===== src/rtl/llres_pkg.sv =====
package llres_pkg;
  typedef enum logic [1:0] {
    OP_LINK_LOAD   = 2'b00,
    OP_COND_STORE  = 2'b01,
    OP_PLAIN_STORE = 2'b10,
    OP_EXC_RETURN  = 2'b11
  } llres_op_e;
endpackage


===== src/rtl/llres_word_match.sv =====
module llres_word_match #(
  parameter int ADDR_W = 32,
  parameter int GRAN_LSB = 2
) (
  input  logic                   en_i,
  input  logic [ADDR_W-1:0]      addr_i,
  input  logic [ADDR_W-GRAN_LSB-1:0] tag_i,
  output logic                   hit_o
);
  localparam int TAG_W = ADDR_W - GRAN_LSB;

  logic unused_byte_bits;
  assign unused_byte_bits = ^addr_i[GRAN_LSB-1:0];

  logic [TAG_W-1:0] addr_tag;
  assign addr_tag = addr_i[ADDR_W-1:GRAN_LSB];

  always_comb begin
    hit_o = en_i && (addr_tag == tag_i);
  end
endmodule


===== src/rtl/llres_link_reg.sv =====
module llres_link_reg #(
  parameter int TAG_W = 30
) (
  input  logic             clk,
  input  logic             rst,
  input  logic             set_i,
  input  logic [TAG_W-1:0] set_tag_i,
  input  logic             clr_i,
  output logic             valid_o,
  output logic [TAG_W-1:0] tag_o
);
  always_ff @(posedge clk) begin
    if (rst) begin
      valid_o <= 1'b0;
      tag_o   <= '0;
    end else if (set_i) begin
      valid_o <= 1'b1;
      tag_o   <= set_tag_i;
    end else if (clr_i) begin
      valid_o <= 1'b0;
    end
  end
endmodule


===== src/rtl/llres_result.sv =====
module llres_result (
  input  logic clk,
  input  logic rst,
  input  logic sc_req_i,
  input  logic sc_pass_i,
  output logic sc_done_o,
  output logic sc_ok_o
);
  always_ff @(posedge clk) begin
    if (rst) begin
      sc_done_o <= 1'b0;
      sc_ok_o   <= 1'b0;
    end else begin
      sc_done_o <= sc_req_i;
      sc_ok_o   <= sc_req_i && sc_pass_i;
    end
  end
endmodule


===== src/rtl/llres_monitor.sv =====
module llres_monitor
  import llres_pkg::*;
#(
  parameter int ADDR_W = 32,
  parameter int GRAN_LSB = 2
) (
  input  logic              clk,
  input  logic              rst,
  input  logic              req_valid,
  input  logic [1:0]        req_op,
  input  logic [ADDR_W-1:0] req_addr,
  input  logic              snoop_valid,
  input  logic [ADDR_W-1:0] snoop_addr,
  output logic              sc_done,
  output logic              sc_ok,
  output logic              link_valid,
  output logic [ADDR_W-1:0] link_addr
);
  localparam int TAG_W = ADDR_W - GRAN_LSB;

  llres_op_e op;
  assign op = llres_op_e'(req_op);

  logic ll_req, sc_req, st_req, er_req;
  always_comb begin
    ll_req = req_valid && (op == OP_LINK_LOAD);
    sc_req = req_valid && (op == OP_COND_STORE);
    st_req = req_valid && (op == OP_PLAIN_STORE);
    er_req = req_valid && (op == OP_EXC_RETURN);
  end

  logic             armed;
  logic [TAG_W-1:0] tag_q;
  logic             own_hit, snoop_hit;

  llres_word_match #(.ADDR_W(ADDR_W), .GRAN_LSB(GRAN_LSB)) u_own_cmp (
    .en_i   (armed && st_req),
    .addr_i (req_addr),
    .tag_i  (tag_q),
    .hit_o  (own_hit)
  );

  llres_word_match #(.ADDR_W(ADDR_W), .GRAN_LSB(GRAN_LSB)) u_snoop_cmp (
    .en_i   (armed && snoop_valid),
    .addr_i (snoop_addr),
    .tag_i  (tag_q),
    .hit_o  (snoop_hit)
  );

  logic clr_any, sc_pass;
  always_comb begin
    clr_any = sc_req || er_req || own_hit || snoop_hit;
    sc_pass = armed && !snoop_hit;
  end

  llres_link_reg #(.TAG_W(TAG_W)) u_link (
    .clk       (clk),
    .rst       (rst),
    .set_i     (ll_req),
    .set_tag_i (req_addr[ADDR_W-1:GRAN_LSB]),
    .clr_i     (clr_any),
    .valid_o   (armed),
    .tag_o     (tag_q)
  );

  llres_result u_result (
    .clk       (clk),
    .rst       (rst),
    .sc_req_i  (sc_req),
    .sc_pass_i (sc_pass),
    .sc_done_o (sc_done),
    .sc_ok_o   (sc_ok)
  );

  assign link_valid = armed;
  assign link_addr  = {tag_q, {GRAN_LSB{1'b0}}};
endmodule


===== config.mk =====
export PLATFORM = sky130hd
export DESIGN_NAME = llres_monitor
export DESIGN_NICKNAME = d
export VERILOG_FILES = /design/src/rtl/llres_pkg.sv /design/src/rtl/llres_word_match.sv /design/src/rtl/llres_link_reg.sv /design/src/rtl/llres_result.sv /design/src/rtl/llres_monitor.sv
export SDC_FILE = /design/constraint.sdc
export NUM_CORES = 1
export LEC_CHECK = 0
export ABC_CLOCK_PERIOD_IN_PS = 5000
export BUFFER_PORTS_ARGS = -buffer_cell sky130_fd_sc_hd__buf_2
export CORE_MARGIN = 8
export CORE_UTILIZATION = 47
export DETAILED_ROUTE_END_ITERATION = 8
export GPL_TIMING_DRIVEN = 0
export PLACE_DENSITY = 0.85
export SETUP_SLACK_MARGIN = 0.5
export SYNTH_ARGS = -nofsm -noshare
export SYNTH_HDL_FRONTEND = slang
export SYNTH_SLANG_ARGS = --single-unit

===== constraint.sdc =====
create_clock -name clk -period 5 [get_ports clk]
set_clock_uncertainty 0.2 [all_clocks]
set_input_delay 0.25 -clock clk [delete_from_list [all_inputs] [get_ports clk]]
set_output_delay 0.25 -clock clk [all_outputs]
set_load 0.02 [all_outputs]

* Word-level counts from Yosys, hierarchy flattened
Cells that the tools add are included.
** Word-level totals
- Input port bits :: 70
- Logic and storage cells :: 27
- Register bits after elaboration :: 33
- Output and inout port bits :: 35
** Operators by class
- Reduce and logical (&&, ||, !) cells :: 16
- Eq/ne operators :: 5
- Mux-type cells :: 2
** Operators by type and width (number)
- 30-bit == test :: 2
- 1-bit logical AND :: 10
- 2-bit == test, second input constant :: 2
- 1-bit logical OR :: 3
- 2-bit by 1-bit == test with 1-bit output, second input constant :: 1
- 2-bit logical NOT :: 1
- 1-bit 2-to-1 mux :: 2
- 2-bit nonzero test :: 1
- 1-bit logical NOT :: 1

* Longest topological paths before layout
Gate-level depths: netlist of the first run.
- Word-level depth :: 8
- Mapped depth :: 5

* Hierarchy
Synthesis of the first run repeated with hierarchy kept, for this count alone.
** Second synthesis, totals
- Cell total of the unflattened synthesis :: 194
- Area, all modules :: 1921.8 um2
** Modules (own cells, without submodules)
- llres_link_reg :: instances 1, area an instance 1132.3 um2, cells an instance 101
- llres_word_match :: instances 2, area an instance 332.8 um2, cells an instance 40
- llres_monitor :: instances 1, area an instance 68.8 um2, cells an instance 9
- llres_result :: instances 1, area an instance 55.1 um2, cells an instance 4

* Worst setup path before layout of the first run
OpenSTA, ideal clock, no wires.
- Path kind :: reg-to-reg
- Start :: register u_link.tag_o[11]
- End :: register u_link.valid_o
- Cell stages (with the launch flop) :: 6
- Path buffers :: 0
- Clock period less this slack :: 2.063 ns
- Data required time :: 4.666 ns
- Arrival time :: 1.729 ns
- Slack :: 2.937 ns
- Cell sequence :: dfxtp_1 > xnor2_1 > nand4_1 > or4_1 > o41ai_2 > o22ai_1
** Between the ends
- Word-level cells in the longest chain between the ends :: 5
** Ends and longest elaborated chain
- start: declaration :: line llres_link_reg.sv:10 : output logic [TAG_W-1:0] tag_o
- start signal: assignment :: line llres_link_reg.sv:18 : tag_o <= set_tag_i;
- 30-bit == test :: line llres_word_match.sv:19 : hit_o = en_i && (addr_tag == tag_i);
- 1-bit logical AND :: line llres_word_match.sv:19
- 1-bit logical OR :: line llres_monitor.sv:52 : clr_any = sc_req || er_req || own_hit || snoop_hit;
- 1-bit logical OR (*) :: line llres_monitor.sv:52
- 2-bit nonzero test (no source line) (*)
- end signal: assignment :: line llres_link_reg.sv:14 : valid_o <= 1'b0;
- end signal: assignment :: line llres_link_reg.sv:17 : valid_o <= 1'b1;
- end signal: assignment :: line llres_link_reg.sv:20 : valid_o <= 1'b0;
- end: declaration :: line llres_link_reg.sv:9 : output logic valid_o,
Mark *: on every way between the ends. The rest lies on a longest branch, timed or not.
A chain may end at the register's enable or synchronous reset.

* Worst setup path after layout of the first run
- Start :: register u_link.tag_o[3]
- End :: register u_link.valid_o
The elaborated chain is that of the path after synthesis.

==> results of run 1 <==
## final timing paths
path | end | cells after the start | from
hold reg to reg | u_result.sc_ok_o | 2 | u_link.valid_o
setup / recovery | u_link.valid_o | 5 | u_link.tag_o[3]
setup reg to reg | u_link.valid_o | 5 | u_link.tag_o[3]
hold / removal | u_link.tag_o[3] | 3 | req_addr[5]
## cell usage after synthesis (all sizes together)
master  instances  area share (%)
nor4            6             2.1
nor4bb          1            0.55
clkbuf         11             2.3
xor2           23              11
nand2          60              12
o22ai           1            0.34
or3b            1            0.48
nand4          11             4.6
nor3b           1            0.41
conb            1            0.21
xnor2          37              18
o41ai           2             1.4
dfxtp          33              36
nor2b           1            0.34
buf             2            0.82
a21oi          31             8.5
nand4b          1            0.48
or4             1            0.41
## state kept, by name, indices dropped and copies added, names as in the netlist
| signal | cells |
|---|---|
| u_link.tag_o | 30 |
| u_link.valid_o | 1 |
| u_result.sc_done_o | 1 |
| u_result.sc_ok_o | 1 |
## cell usage in the layout (no fill, tap or decap), drive strengths merged
| cell type | Yosys | final |
|---|---|---|
| clkbuf | 11 | 16 |
| xor2 | 23 | 23 |
| o41ai | 2 | 2 |
| xnor2 | 37 | 37 |
| clkinvlp | 0 | 1 |
| nor3b | 1 | 1 |
| nand4b | 1 | 1 |
| nand4 | 11 | 11 |
| nor2b | 1 | 1 |
| nand2 | 60 | 60 |
| or3b | 1 | 1 |
| nor4bb | 1 | 1 |
| buf | 2 | 99 |
| nor4 | 6 | 6 |
| o22ai | 1 | 1 |
| or4 | 1 | 1 |
| clkinv | 0 | 2 |
| dfxtp | 33 | 33 |
| a21oi | 31 | 31 |
| dlygate4sd3 | 0 | 1 |
| conb | 1 | 2 |
## critical path: stages (launching register included)
cell	delay, ns
dfxtp_1	0.35
xnor2_1	0.25
nand4_1	0.18
or4_1	0.55
o41ai_2	0.44
o22ai_1	0.15
## power groups by stage
stage,clock network (mW),logic [mW],registers [mW]
floorplan,0,0.0558,0.297
global placement,0,0.119,0.288
detailed placement,0,0.122,0.288
CTS,0.202,0.123,0.282
global route,0.214,0.133,0.284
finish,0.199,0.122,0.282
## repair_timing
item	CTS	global route
resized for setup	0	0
hold buffers	1	0
hold endpoints to repair	1	0
## logic make-up (layout without fill, tap and decap cells)
logic type	Yosys count	after routing
XOR/XNOR	60	60
AND/OR/NAND/NOR	83	83
buffers and inverters	13	119
flip-flops	33	33
AO/OA/AOI/OAI	34	34
other	1	2
## cell type report
class	instances	area, um^2	area share, %
Clock buffer	5	68.82	2.782
Clock inverter	3	17.52	0.7081
Timing Repair Buffer	98	495.5	20.03
Tap cell	48	60.06	2.428
Sequential cell	33	660.6	26.71
Buffer	13	56.30	2.276
Multi-Input combinational cell	179	1115	45.07
## metal layers
layer | up-vias | global-route usage [%]
met4 | 0 | 6.296
met5 | - | 0
met2 | 70 | 31.40
met3 | 10 | 6.834
met1 | 878 | 20.52
li1 | 954 | -
==> results.json, run 1 <==
{
  "status": "finished, final reports clean",
  "drt-vias-per-instance": 5.045,
  "power.leakage_nw": 1.086,
  "synthMuxAreaShare_pct": 0,
  "gp_congestion": 0.8454,
  "power_density_mw_per_mm2": 244.1,
  "die-area_mm2": 0.006141,
  "p_clk_share_pct": 33.0,
  "clkLatencyLatePin_ns": 0.29,
  "r2r_slack_ns": 2.76,
  "firstDrtPassIters": 4,
  "routed_wl_um": 5825,
  "synth_simple_gate_area_share_pct": 21.63,
  "internal-power_uw": 423.9,
  "syn_avg_cell_area_um2": 8.161,
  "drive_gt1_share_pct": 32.93,
  "setup_viol": 0,
  "fin_crit_ns": 2.240,
  "ant_nets": 0,
  "rsz0062_at_grt": "false",
  "cts_made_buffers": 5,
  "critPathMaxFanout": 4,
  "port_buffers": 97,
  "cp-end-kind": "flop",
  "tns_ns": 0,
  "peakVddDrop_mv": 0.2350,
  "required_ns": 4.96,
  "power_frac_comb_pct": 20.2,
  "ys_seq_area_share_pct": 36.14,
  "drt_iter0_markers": 95,
  "grt_antenna_before_repair": 0,
  "yosysWarnings": 0,
  "rows": 22,
  "initial_utilization_pct": 49.56,
  "area_delta_synth_final_pct": 35.32,
  "wl_met1_um": 2338,
  "top_layer": "met4",
  "cts_sinks": 33,
  "synth_top_family_by_area": "XOR/XNOR gates",
  "pin_count": 105,
  "grt_max_degree": 12,
  "fin_ws_ns": 2.760,
  "grt.total_usage_pct": 18.39,
  "grt_first_pass_wirelength_um": 9011,
  "grt_pass1_vias": 1914,
  "path_clk_slew_ns": 0.08,
  "fin_util_pct": 67.06,
  "grt_overflow_total": 0,
  "n_fill_cell": 344,
  "antenna_cells": 0,
  "place_area_mm2": 0.002377,
  "worst_pin_slew_ns": 0.5258,
  "switching_share_pct": 29.78,
  "drc": 0,
  "pwr-share-seq_pct": 46.8,
  "fin_crit_sh_pct": 44.81,
  "cts_tree": "done",
  "cp-start-kind": "flop",
  "placed_cells": 370,
  "clockBufferDepth": 2,
  "fp.dieH_um": 78.37,
  "yosysUniqueCellTypes": 20,
  "clockRootBuffer": "clkbuf_8",
  "finalInstanceArea_mm2": 0.002474,
  "post_cts_buffers": 0,
  "finalNonFillerCells": 379,
  "routed-via-count": 1912,
  "synth_compound_area_share_pct": 10.20,
  "maxCapViolCount": 0,
  "slew_headroom_pct": 64.94,
  "synthAdderAreaFrac_pct": 0,
  "wire_per_inst_um": 15.37,
  "wl_met2_um": 2904,
  "synth_area_mm2": 0.001828,
  "critical_path_class": "reg -> reg",
  "max_freq_mhz": 446.4,
  "syn_inst": 224,
  "min_path_type": "in -> reg",
  "yosys_register_bits": 33,
  "die_w_um": 78.37,
  "yosys.area_share.xor_xnor_pct": 28.75,
  "drv_slew": 0,
  "nets": 400,
  "core_mm2": 0.003689,
  "hold-worst-slack_ns": 0.009052,
  "p_total_uw": 603.7,
  "cp.arrival_ns": 2.20,
  "cts-htree-levels": 2,
  "wl_met3_um": 486,
  "power.switching_uw": 179.8,
  "hold_viol": 0,
  "dp_hpwl_um": 4836,
  "pre_cts_ws_ns": 2.824
}
Note: power is estimated with default switching activity, not from simulation.
==> inputs of run 2 (changes only) <==
--- a/config.mk
+++ b/config.mk
@@ -5,13 +5,13 @@
 export SDC_FILE = /design/constraint.sdc
 export NUM_CORES = 1
 export LEC_CHECK = 0
-export ABC_CLOCK_PERIOD_IN_PS = 5000
+export ABC_CLOCK_PERIOD_IN_PS = 1850
 export BUFFER_PORTS_ARGS = -buffer_cell sky130_fd_sc_hd__buf_2
 export CORE_MARGIN = 8
-export CORE_UTILIZATION = 47
+export CORE_UTILIZATION = 40
 export DETAILED_ROUTE_END_ITERATION = 8
 export GPL_TIMING_DRIVEN = 0
-export PLACE_DENSITY = 0.85
+export PLACE_DENSITY = 0.77
 export SETUP_SLACK_MARGIN = 0.5
 export SYNTH_ARGS = -nofsm -noshare
 export SYNTH_HDL_FRONTEND = slang
==> constraint.sdc (replaced) <==
create_clock -name clk -period 1.85 [get_ports clk]
set_clock_uncertainty 0.2 [all_clocks]
set_input_delay 0.0925 -clock clk [delete_from_list [all_inputs] [get_ports clk]]
set_output_delay 0.0925 -clock clk [all_outputs]
set_load 0.02 [all_outputs]
==> run 2 against run 1 <==
  * The run now ends with negative setup slack left
  * Critical endpoint unchanged
  * Combinational power grew to 3.3 times the previous value
  * Global-route usage is 0.45 points lower
  * Sequential power rose to 2.7 times the previous value
  * Largest power group unchanged
==> results.json, run 2 (same netlist as run 1, synthesis figures left out) <==
{
  "grt_antenna_before_repair": 0,
  "critical_path_class": "reg -> reg",
  "min_path_type": "in -> reg",
  "cts_made_buffers": 5,
  "maxCapViolCount": 0,
  "power.leakage_nw": 1.292,
  "grt.total_usage_pct": 17.94,
  "routed_wl_um": 6418,
  "status": "finished with violations",
  "dp_hpwl_um": 4786,
  "firstDrtPassIters": 4,
  "clkLatencyLatePin_ns": 0.28,
  "drt-vias-per-instance": 4.923,
  "initial_utilization_pct": 41.70,
  "layout_commonest_cell": "buf_2",
  "largest_reg_flops": 30,
  "pre_cts_ws_ns": -0.1333,
  "nets": 434,
  "worstSetupEndpoint": "u_link.valid_o",
  "grt_pass1_vias": 2074,
  "cp.arrival_ns": 1.89,
  "pin_count": 105,
  "grt_overflow_total": 0,
  "cp-start-kind": "flop",
  "path_clk_slew_ns": 0.07,
  "clockRootBuffer": "clkbuf_8",
  "routed-via-count": 2048,
  "grt_max_degree": 11,
  "tns_ns": -0.09612,
  "required_ns": 1.81,
  "core_mm2": 0.004384,
  "n_fill_cell": 383,
  "ant_nets": 0,
  "die-area_mm2": 0.006989,
  "fin_util_pct": 67.29,
  "wl_met2_um": 3277,
  "crit_path_start": "u_link.tag_o[1]",
  "fin_crit_ns": 1.934,
  "drc": 0,
  "die_w_um": 83.60,
  "slew_headroom_pct": 64.88,
  "rsz0062_at_grt": "true",
  "critPathMaxFanout": 4,
  "worst_pin_slew_ns": 0.5269,
  "clockBufferDepth": 2,
  "wire_per_inst_um": 15.43,
  "fin_crit_sh_pct": 104.6,
  "r2r_slack_ns": -0.08,
  "fin_ws_ns": -0.08432,
  "area_delta_synth_final_pct": 61.40,
  "hold_viol": 0,
  "fp.dieH_um": 83.60,
  "worst_path_largest_cell_delay_ns": 0.44,
  "port_buffers": 97,
  "top_register": "u_link.tag_o",
  "setup_viol": 2,
  "cpMaxStageDelayCell": "nor4_1",
  "reg2reg_depth": 5,
  "cp-end-kind": "flop",
  "rr_endpoint": "u_link.valid_o",
  "top_layer": "met4",
  "cts_tree": "done",
  "r2r-start": "u_link.tag_o[1]",
  "wl_met3_um": 503,
  "rows": 24,
  "drive_gt1_share_pct": 37.91,
  "antenna_cells": 0,
  "peakVddDrop_mv": 0.4759,
  "failed_checks": "negative setup slack",
  "drt_iter0_markers": 64,
  "power_density_mw_per_mm2": 577.4,
  "cts_sinks": 33,
  "layout_common_cells": "buf_2 (97), nand2_1 (60), dlygate4sd3_1 (34)",
  "drv_slew": 0,
  "max_freq_mhz": 517.0,
  "gp_congestion": 0.9066,
  "wl_met1_um": 2594,
  "grt_first_pass_wirelength_um": 10320,
  "crit_chain": "xor2_1 > nor4_1 > nand4_1 > o41ai_2 > o22ai_1",
  "cts-htree-levels": 2
}
-- run 2: changes by cell type in the layout (fill, tap and decap cells not counted), moves of 2 or more --
cell | before | now
clkbuf_1 | 11 | 9
clkbuf_2 | 0 | 3
clkinv_2 | 2 | 0
dfxtp_1 | 33 | 16
dfxtp_2 | 0 | 6
dfxtp_4 | 0 | 11
dlygate4sd3_1 | 1 | 34
xnor2_1 | 37 | 30
xnor2_2 | 0 | 7
-- run 2: repair_timing --
| item | in CTS | in global routing |
|---|---|---|
| pin swaps | 0 | 2 |
| hold buffers | 34 | 0 |
| setup endpoints to repair | 2 | 4 |
| gates resized for setup | 4 | 15 |
| buffers inserted | 1 | 0 |
| endpoints found under the hold margin | 33 | 0 |
-- run 2: metal layers --
metal	global-route usage (%)	vias to the layer above
met1	20.01	940
met4	3.297	0
met2	31.58	79
li1	-	1025
met5	0	-
met3	6.836	4
-- run 2: worst min path at each step --
stage / end / depth (start not counted) / slack [ns] / startpoint
final: u_link.valid_o / 4 / 0.06 / rst
after global routing: u_link.valid_o / 4 / 0.08 / rst
after CTS: u_link.valid_o / 4 / 0.02 / rst
after detailed placement: u_result.sc_done_o / 2 / 0.14 / req_op[1]
after global placement: u_result.sc_done_o / 2 / 0.12 / req_op[1]
after floorplan: u_result.sc_done_o / 1 / -0.02 / req_op[1]
-- run 2: power breakdown --
group / internal (mW) / total, mW / switching, mW
combinational: 0.210 / 0.404 / 0.194
clock: 0.295 / 0.543 / 0.248
sequential: 0.725 / 0.757 / 0.0319
-- run 2: worst max-delay path: cells and delay by family, from the launching register on --
family	cells	cell delay [ns]
XOR/XNOR	1	0.17
AO/OA/AOI/OAI	2	0.47
AND/OR/NAND/NOR	2	0.61
flip-flops	1	0.36
-- run 2: stage by stage --
stage | cell area, um^2 | power [mW] | hold slack (ns) | instances
final | 2950 | 1.703 | 0.05773 | 416
after global routing | 2950 | 1.797 | 0.07582 | 416
after CTS | 2892 | 1.699 | 0.02217 | 416
after detailed placement | 2429 | 1.097 | 0.1365 | 374
after global placement | 2429 | 1.091 | 0.1200 | 374
after floorplan | 1878 | 0.9452 | -0.02316 | 225
-- run 2: final cells by class --
type                    count  area (um^2)  share of cell area (%)
well taps                  52        65.06                   2.205
multi-input cells         179         1196                   40.54
clock buffers               7        86.33                   2.926
repair buffers            132        833.3                   28.24
flip-flops and latches     33        709.4                   24.05
plain buffers              13        60.06                   2.036
